--- config.mk ---
export PLATFORM = sky130hd
export DESIGN_NAME = mac_unit
export DESIGN_NICKNAME = d
export VERILOG_FILES = /design/src/rtl/mac_pkg.sv /design/src/rtl/mac_ctrl.sv /design/src/rtl/mac_datapath.sv /design/src/rtl/mac_acc_file.sv /design/src/rtl/mac_unit.sv
export SDC_FILE = /design/constraint.sdc
export NUM_CORES = 2
export LEC_CHECK = 0
export CAP_MARGIN = 10
export CORE_ASPECT_RATIO = 1.75
export CORE_UTILIZATION = 55
export CTS_CLUSTER_DIAMETER = 120
export DETAILED_ROUTE_END_ITERATION = 16
export DONT_BUFFER_PORTS = 1
export PLACE_DENSITY_LB_ADDON = 0.25
export SETUP_SLACK_MARGIN = 0.5
export SKIP_CTS_REPAIR_TIMING = 1
export SYNTH_ARGS = -nofsm -noshare
export SYNTH_HDL_FRONTEND = slang
export SYNTH_SLANG_ARGS = --single-unit
--- constraint.sdc ---
create_clock -name clk -period 4.65 [get_ports clk]
set_input_delay 0.6975 -clock clk [delete_from_list [all_inputs] [get_ports clk]]
set_output_delay 0.6975 -clock clk [all_outputs]
set_load 0.02 [all_outputs]
--- src/rtl/mac_pkg.sv ---
package mac_pkg;
  parameter int DATA_W  = 16;
  parameter int GUARD_W = 8;
  parameter int ACC_W   = 2 * DATA_W + GUARD_W;
  parameter int NUM_ACC = 6;
  parameter int IDX_W   = $clog2(NUM_ACC + 2);

  typedef enum logic [1:0] {
    OP_MAC = 2'd0,
    OP_MSU = 2'd1,
    OP_ADD = 2'd2,
    OP_SUB = 2'd3
  } macOp_e;

  typedef struct packed {
    logic fire;
    logic useMul;
    logic negate;
    logic clampEn;
  } macStrobe_t;
endpackage

--- src/rtl/mac_ctrl.sv ---
module mac_ctrl
  import mac_pkg::*;
#(
  parameter int NUM_E = NUM_ACC,
  parameter int IW    = IDX_W
) (
  input  logic          inValid,
  input  logic [1:0]    opSel,
  input  logic          satEn,
  input  logic [IW-1:0] dstIdx,
  output macStrobe_t    strobe,
  output logic          wrEn
);
  macOp_e op;
  assign op = macOp_e'(opSel);

  always_comb begin
    strobe.fire    = inValid;
    strobe.useMul  = (op == OP_MAC) || (op == OP_MSU);
    strobe.negate  = (op == OP_MSU) || (op == OP_SUB);
    strobe.clampEn = inValid && satEn;
    wrEn           = inValid && (dstIdx < IW'(NUM_E));
  end
endmodule

--- src/rtl/mac_datapath.sv ---
module mac_datapath
  import mac_pkg::*;
#(
  parameter int DW = DATA_W,
  parameter int GW = GUARD_W,
  parameter int AW = ACC_W
) (
  input  logic          clk,
  input  logic          rstN,
  input  macStrobe_t    strobe,
  input  logic [DW-1:0] opA,
  input  logic [DW-1:0] opB,
  input  logic          aSigned,
  input  logic          bSigned,
  input  logic [AW-1:0] srcVal,
  output logic [AW-1:0] nextVal,
  output logic [AW-1:0] resData,
  output logic          resValid,
  output logic          ovfFlag,
  output logic          satFlag
);
  localparam int EXT_W  = DW + 1;
  localparam int PROD_W = 2 * EXT_W;
  localparam int WORD_W = 2 * DW;
  localparam int SAT_W  = AW - GW;
  localparam int SUM_W  = AW + 1;
  localparam int TOP_W  = AW - SAT_W + 1;
  localparam logic [AW-1:0] MAX_V = {{(GW + 1){1'b0}}, {(SAT_W - 1){1'b1}}};
  localparam logic [AW-1:0] MIN_V = {{(GW + 1){1'b1}}, {(SAT_W - 1){1'b0}}};

  // operand extension: one extra bit chosen by the per-operand flag
  logic signed [EXT_W-1:0]  aExt, bExt;
  logic signed [PROD_W-1:0] prod;
  assign aExt = {aSigned & opA[DW-1], opA};
  assign bExt = {bSigned & opB[DW-1], opB};
  assign prod = aExt * bExt;

  logic [AW-1:0] prodTerm, wordTerm, term;
  assign prodTerm = {{(AW - PROD_W){prod[PROD_W-1]}}, prod};
  assign wordTerm = {{(AW - WORD_W){aSigned & opA[DW-1]}}, opA, opB};
  assign term     = strobe.useMul ? prodTerm : wordTerm;

  // one guard-extended adder serves all four modes
  logic [SUM_W-1:0] srcX, termX, sum;
  assign srcX  = {srcVal[AW-1], srcVal};
  assign termX = {term[AW-1], term};
  assign sum   = strobe.negate ? (srcX - termX) : (srcX + termX);

  logic wrapOvf, posOver, negOver, clampHi, clampLo;
  logic [TOP_W-1:0] topBits;
  assign topBits = sum[AW-1:SAT_W-1];
  assign wrapOvf = sum[SUM_W-1] ^ sum[AW-1];
  assign posOver = !sum[SUM_W-1] && (topBits != '0);
  assign negOver = sum[SUM_W-1] && (topBits != '1);
  assign clampHi = strobe.clampEn && posOver;
  assign clampLo = strobe.clampEn && negOver;

  always_comb begin
    if (clampHi)      nextVal = MAX_V;
    else if (clampLo) nextVal = MIN_V;
    else              nextVal = sum[AW-1:0];
  end

  always_ff @(posedge clk or negedge rstN) begin
    if (!rstN) begin
      resData  <= '0;
      resValid <= 1'b0;
      ovfFlag  <= 1'b0;
      satFlag  <= 1'b0;
    end else begin
      resValid <= strobe.fire;
      if (strobe.fire) begin
        resData <= nextVal;
        ovfFlag <= wrapOvf;
        satFlag <= clampHi || clampLo;
      end else begin
        ovfFlag <= 1'b0;
        satFlag <= 1'b0;
      end
    end
  end
endmodule

--- src/rtl/mac_acc_file.sv ---
module mac_acc_file #(
  parameter int NUM_E  = 6,
  parameter int AW     = 40,
  parameter int IW     = 3,
  parameter int NUM_WR = 2,
  parameter int NUM_RD = 2
) (
  input  logic                         clk,
  input  logic                         rstN,
  input  logic [NUM_WR-1:0]            wrEn,
  input  logic [NUM_WR-1:0][IW-1:0]    wrIdx,
  input  logic [NUM_WR-1:0][AW-1:0]    wrData,
  input  logic [NUM_RD-1:0][IW-1:0]    rdIdx,
  output logic [NUM_RD-1:0][AW-1:0]    rdData
);
  logic [NUM_E-1:0][AW-1:0] accFlat;

  for (genvar e = 0; e < NUM_E; e++) begin : g_entry
    logic          hit;
    logic [AW-1:0] nxt;
    logic [AW-1:0] q;

    // scan from the highest port down so the lowest port is applied last
    always_comb begin
      hit = 1'b0;
      nxt = q;
      for (int p = NUM_WR - 1; p >= 0; p--) begin
        if (wrEn[p] && (wrIdx[p] == IW'(e))) begin
          hit = 1'b1;
          nxt = wrData[p];
        end
      end
    end

    always_ff @(posedge clk or negedge rstN) begin
      if (!rstN)    q <= '0;
      else if (hit) q <= nxt;
    end

    assign accFlat[e] = q;
  end

  for (genvar r = 0; r < NUM_RD; r++) begin : g_read
    always_comb begin
      rdData[r] = '0;
      for (int i = 0; i < NUM_E; i++) begin
        if (rdIdx[r] == IW'(i)) rdData[r] = accFlat[i];
      end
    end
  end
endmodule

--- src/rtl/mac_unit.sv ---
module mac_unit
  import mac_pkg::*;
(
  input  logic               clk,
  input  logic               rstN,
  input  logic               inValid,
  input  logic [DATA_W-1:0]  opA,
  input  logic [DATA_W-1:0]  opB,
  input  logic               aSigned,
  input  logic               bSigned,
  input  logic [1:0]         opSel,
  input  logic [IDX_W-1:0]   srcIdx,
  input  logic [IDX_W-1:0]   dstIdx,
  input  logic               satEn,
  input  logic               ldValid,
  input  logic [IDX_W-1:0]   ldIdx,
  input  logic [ACC_W-1:0]   ldData,
  input  logic [IDX_W-1:0]   rdIdx,
  output logic [ACC_W-1:0]   rdData,
  output logic               resValid,
  output logic [ACC_W-1:0]   resData,
  output logic               ovfFlag,
  output logic               satFlag
);
  macStrobe_t strobe;
  logic       macWrEn;
  logic [ACC_W-1:0] nextVal;

  logic [1:0]              wrEnV;
  logic [1:0][IDX_W-1:0]   wrIdxV;
  logic [1:0][ACC_W-1:0]   wrDataV;
  logic [1:0][IDX_W-1:0]   rdIdxV;
  logic [1:0][ACC_W-1:0]   rdDataV;

  mac_ctrl #(.NUM_E(NUM_ACC), .IW(IDX_W)) u_ctrl (
    .inValid (inValid),
    .opSel   (opSel),
    .satEn   (satEn),
    .dstIdx  (dstIdx),
    .strobe  (strobe),
    .wrEn    (macWrEn)
  );

  mac_datapath #(.DW(DATA_W), .GW(GUARD_W), .AW(ACC_W)) u_dp (
    .clk      (clk),
    .rstN     (rstN),
    .strobe   (strobe),
    .opA      (opA),
    .opB      (opB),
    .aSigned  (aSigned),
    .bSigned  (bSigned),
    .srcVal   (rdDataV[0]),
    .nextVal  (nextVal),
    .resData  (resData),
    .resValid (resValid),
    .ovfFlag  (ovfFlag),
    .satFlag  (satFlag)
  );

  assign wrEnV   = {ldValid, macWrEn};
  assign wrIdxV  = {ldIdx, dstIdx};
  assign wrDataV = {ldData, nextVal};
  assign rdIdxV  = {rdIdx, srcIdx};
  assign rdData  = rdDataV[1];

  mac_acc_file #(
    .NUM_E(NUM_ACC), .AW(ACC_W), .IW(IDX_W), .NUM_WR(2), .NUM_RD(2)
  ) u_acc (
    .clk    (clk),
    .rstN   (rstN),
    .wrEn   (wrEnV),
    .wrIdx  (wrIdxV),
    .wrData (wrDataV),
    .rdIdx  (rdIdxV),
    .rdData (rdDataV)
  );
endmodule

# After elaboration in Yosys (flattened, before gate mapping)
# Cells that the tools add are included.
# totals
reg_bits	283
in_bits	93
output_inout_bits	83
word_cells	122
# classes
add_sub_neg	2
multipliers	1
magnitude_cmp	1
eq_ne	23
muxes	42
n_bitwise	3
reduce_logical	40
# op_table
operator	n
$mux W40	27
$add A40 B40 Y41	1
$mux W41	1
$sub A40 B40 Y41	1
$mul A17 B17 Y34	1
$eq A3 B2 Y1 const B	8
$eq A3 B3 Y1 const B	8
$logic_and A1 B1 Y1	18
$mux W1	14
$eq A3 B1 Y1 const B	4
$logic_not A3 Y1	4
$reduce_and A2 Y1	6
$reduce_bool A2 Y1	6
$ne A9 B9 Y1 const B	1
$reduce_bool A9 Y1	1
$logic_or A1 B1 Y1	3
$lt A3 B3 Y1 const B	1
$and A1 B1 Y1	2
$eq A2 B1 Y1 const B	1
$eq A2 B2 Y1 const B	1
$logic_not A2 Y1	1
$logic_not A1 Y1	1
$xor A1 B1 Y1	1

# Depth between registers and ports, before layout
# depth
word_depth	15
mapped_depth	45
mapped_depth_nobuf	41

# Cells and area by module
# Synthesis repeated with hierarchy kept, for this count alone.
# unflattened
cells_unflattened	3795
area_unflattened_um2	33273.2
# modules_own_cells
mod	instances	cells_per_inst	area_per_inst_um2	seq_area_each_um2
mac_datapath	1	2088	17416.7	1076.0
mac_acc_file	1	1702	15823.9	6005.8
mac_ctrl	1	5	32.5	0.0

# Worst setup path before layout
# No wires, ideal clock.
# synth_path
path_type	input to register
from	input port opB[2]
to	register u_acc.g_entry[3].q[1]
setup_ns	0.134
t_arrival_ns	9.912
required_time_ns	4.516
path_slack_ns	-5.397
path_stages	40
path_buffers	4
path_cell_list	clkbuf_1 > clkbuf_1 > nand2_1 > inv_1 > fa_1 > inv_1 > fa_1 > inv_1 > fa_1 > fa_1 > fa_1 > inv_1 > fa_1 > inv_1 > ha_1 > clkbuf_1 > nand4_1 > o221ai_1 > [4 not listed] > a2bb2oi_1 > and3b_1 > a41oi_1 > xnor2_1 > ha_1 > a21oi_1 > o21ai_0 > nor4bb_1 > o211a_1 > nor4_1 > nor3_1 > or2_1 > or3_1 > nor4_1 > o31ai_4 > buf_4 > a32oi_4 > o21ai_0
# synth_between
elab_chain_cells	10
elab_cells_between_ends	15
cone_classes	2 x add/sub; 1 x mul; 1 x eq/ne; 5 x mux; 6 x reduce/logical
# synth_rtl
item	line	source
from (decl)	mac_unit.sv:8	input logic [DATA_W-1:0] opB,
$mul A17 B17 Y34	mac_datapath.sv:36	assign prod = aExt * bExt;
$mux W40 (*)	mac_datapath.sv:41	assign term = strobe.useMul ? prodTerm : wordTerm;
$add A40 B40 Y41 or $sub A40 B40 Y41 (tied branches)	mac_datapath.sv:47	assign sum = strobe.negate ? (srcX - termX) : (srcX + termX);
$mux W41 (*)	mac_datapath.sv:47	
$ne A9 B9 Y1	mac_datapath.sv:54	assign negOver = sum[SUM_W-1] && (topBits != '1);
$logic_and A1 B1 Y1	mac_datapath.sv:54	
$logic_and A1 B1 Y1	mac_datapath.sv:56	assign clampLo = strobe.clampEn && negOver;
$mux W40	mac_datapath.sv:60	else if (clampLo) nextVal = MIN_V;
$mux W40 (*)	mac_datapath.sv:59	if (clampHi) nextVal = MAX_V;
$mux W40 (*)	mac_acc_file.sv:28	if (wrEn[p] && (wrIdx[p] == IW'(e))) begin
to (signal assigned)	mac_acc_file.sv:37	else if (hit) q <= nxt;
to (decl)	mac_acc_file.sv:21	logic [AW-1:0] q;
# Mark *: on every way between the ends. The rest lies on a longest branch, timed or not.
# A chain may end at the register's enable or synchronous reset.

# Final worst setup path
# layout_path
from	input port opA[15]
to	register u_acc.g_entry[3].q[15]
# layout_between
elab_chain_cells	11
elab_cells_between_ends	16
cone_classes	2 x add/sub; 1 x mul; 1 x eq/ne; 5 x mux; 1 x bitwise; 6 x reduce/logical
# layout_rtl
item	line	source
from (decl)	mac_unit.sv:7	input logic [DATA_W-1:0] opA,
$and A1 B1 Y1	mac_datapath.sv:34, mac_datapath.sv:40	
$mul A17 B17 Y34	mac_datapath.sv:36	
$mux W40 (*)	mac_datapath.sv:41	
$add A40 B40 Y41 or $sub A40 B40 Y41 (tied branches)	mac_datapath.sv:47	
$mux W41 (*)	mac_datapath.sv:47	
$ne A9 B9 Y1	mac_datapath.sv:54	
$logic_and A1 B1 Y1	mac_datapath.sv:54	
$logic_and A1 B1 Y1	mac_datapath.sv:56	
$mux W40	mac_datapath.sv:60	
$mux W40 (*)	mac_datapath.sv:59	
$mux W40 (*)	mac_acc_file.sv:28	
# Marked as above.

==> impl_metrics.yaml <==
routing:
  vias_per_cell: 6.42
  ant_nets: 0
  drc: 0
  drt_first_pass_iters: 6
  vias: 29822
  wl_mm: 111
  drtIter0Drc: 2568
  wire_per_inst_um: 23.8
finish:
  drive_gt1_share_pct: 23.4
  syn2layout_area_growth_pct: 19.0
  final_util_pct: 66.4
  num-fill-cells: 4642
  final_common_cell: "buf_4"
  nets: 4377
  most-common-layout-cells: "473 x buf_4, 324 x inv_1, 289 x fa_1, 283 x dfrtp_1, 282 x nand2_1"
critical_path:
  cp.arrival_ps: 9830
  rr_worst_depth: 23
  rr_endpoint: "u_acc.g_entry[4].q[26]"
  crit_family: "adder cells"
  worstSetupEndpointType: "flop"
  crit_path_start_kind: "primary input"
  crit_cells: 38
  cpMaxStageDelayCell: "fa_2"
  critPathMaxStageDelay_ps: 620
  path_buf_inv: 7
  cp_max_fo: 25
  critical_path_required_ps: 5060
  crit_end: "u_acc.g_entry[3].q[15]"
  worstReg2RegStart: "u_acc.g_entry[3].q[0]"
  setup.worst_path.start: "opA[15]"
  crit_type: "primary input to flop"
  regToRegSetupSlack_ps: -480
yosys:
  ys.flop_type: "dfrtp_1"
  avgSynthCellArea_sq_um: 8.88
  syn-cell-area_sq_um: 32100
  ys_types: 89
  synthCells: 3614
  ys_seq_elements: 283
  synth_nets: 4130
  synth_seq_area_share_pct: 22.1
  yosysWarnings: 0
  synthArstFlopShare_pct: 100
  synth-edff-count: 0
clock_tree:
  cts_buffer_depth: 3
  numCtsBuffers: 25
  clk_pin_slew_ps: 70
  htree_levels: 1
  clk_latency_ps: 560
  ctsRootBufferMaster: "clkbuf_16"
  cts_tree: "yes"
  cts_sinks: 283
floorplan:
  die_y_um: 321
  rows: 116
  dieWidth_um: 185
  dieArea_sq_um: 59300
  num_io_pins: 176
  start_util_pct: 55.8
  core_area_sq_um: 57500
timing:
  min_period_ps: 9420
  max_freq_mhz: 106
  finalWorstSetupSlack_ps: -4770
  setup_viol_count_final: 282
  worstMarginPinSlew_ps: 1300
  fin_crit_sh_pct: 202
  finalClockSkew_ps: 18.5
  slew_viol_final: 0
  final_hold_viol_count: 64
  holdWs_ps: -155
  max_slew_margin_pct: 13.4
  rsz0062_at_grt: "yes"
global_route:
  grt_max_degree: 284
  grtUsageMet2_pct: 65.6
  grt_util_met1_pct: 39.1
  met3_usage_pct: 7.72
  grt_busiest_layer: "met2"
  grt_pass1_vias: 31810
  gr-total-overflow: 0
  grtUsageTotal_pct: 37.1
  antenna_found_initial: 3
  grt_pass1_wl_mm: 170
worst_hold_path:
  hp-class: "primary input to async pin"
status:
  violations: "hold timing, setup timing"
  status: "finished, violations left"
flow_run:
  max-cap-violations: 0
place:
  place_congestion: 0.927
  hpwlAfterDp_mm: 77.1
  port-buffer-count: 0
stage by stage:
| step | setup WS, ps | area, sq um | instances | setup TNS [ps] |
|---|---|---|---|---|
| 6_report | -4770 | 38200 | 4647 | -1300830 |
| 3_5_place_dp | -5920 | 36000 | 4568 | -1605310 |
| 2_1_floorplan | -4710 | 32800 | 3614 | -1312110 |
| 3_3_place_gp | -5690 | 36000 | 4568 | -1551500 |
| 5_1_grt | -5080 | 38200 | 4646 | -1390550 |
| 4_1_cts | -5350 | 36900 | 4613 | -1444390 |
cell families (layout without fill, tap and decap cells):
group | count (synthesis) | after routing | synth area share, %
compound gates | 906 | 906 | 18.9
buf+inv | 612 | 876 | 7.36
fa+ha+maj | 423 | 423 | 23.4
flops | 283 | 283 | 22.1
mux | 270 | 270 | 9.62
other cells | 0 | 1 | 0
simple gates | 1035 | 1036 | 16.2
xor+xnor | 85 | 85 | 2.36
metal layers:
| metal | share of wire, % | vias up |
|---|---|---|
| met3 | 8.9 | 499 |
| li1 | - | 13047 |
| met1 | 33 | 14740 |
| met2 | 51 | 1532 |
| met5 | 0.023 | - |
| met4 | 7.3 | 4 |
synth_stat cells, drive strengths merged, types with 8 or more instances:
| library cell | number | area (sq um) |
|---|---|---|
| a211oi | 168 | 1270 |
| a21oi | 233 | 1190 |
| o21ai | 61 | 313 |
| buf | 54 | 265 |
| a31oi | 210 | 1320 |
| fa | 297 | 5950 |
| nor2b | 168 | 1050 |
| o21a | 12 | 90.1 |
| nand3 | 25 | 130 |
| a21o | 44 | 330 |
| o31ai | 18 | 149 |
| and4 | 8 | 70.1 |
| mux2 | 117 | 1320 |
| nor2 | 222 | 833 |
| o221ai | 61 | 534 |
| xnor2 | 45 | 394 |
| xor2 | 39 | 342 |
| o22ai | 21 | 131 |
| inv | 330 | 1240 |
| nor3 | 28 | 140 |
| dfrtp | 283 | 7080 |
| o211ai | 13 | 113 |
| and3 | 20 | 130 |
| nor3b | 37 | 288 |
| and2 | 141 | 882 |
| nand2 | 316 | 1190 |
| clkbuf | 226 | 848 |
| ha | 126 | 1580 |
| mux2i | 134 | 1340 |
| or3 | 9 | 56.3 |
| a211o | 8 | 70.1 |
| mux4 | 19 | 428 |
| nand2b | 16 | 100 |
| nand4 | 14 | 87.6 |
registers in the layout (all words and copies together) (netlist names):
name             count
u_dp.resValid        1
u_dp.resData        40
u_dp.ovfFlag         1
u_acc.g_entry.q    240
u_dp.satFlag         1
worst min path at each step:
stage	from	end	slack [ps]	cells after the start
floorplan	rstN	u_acc.g_entry[0].q[0]	400	0
global placement	rstN	u_acc.g_entry[1].q[13]	410	0
detailed placement	rstN	u_acc.g_entry[1].q[13]	410	0
CTS	rstN	u_dp.resData[13]	-170	0
global route	rstN	u_acc.g_entry[5].q[5]	-170	0
finish	rstN	u_acc.g_entry[1].q[14]	-160	0
layout make-up:
class,count,area (sq um),share of cell area (%)
antenna,1,2.50,0.00656
clock buffer,30,654,1.71
clock inverter,15,253,0.662
inverter,332,1250,3.27
multi-input combinational,2720,24000,62.8
sequential,283,7080,18.6
tap,767,960,2.51
timing repair buffer,499,4000,10.5
Power is not shown: default switching activity piles up to over one toggle a cycle in this logic, so the estimate is an artifact.
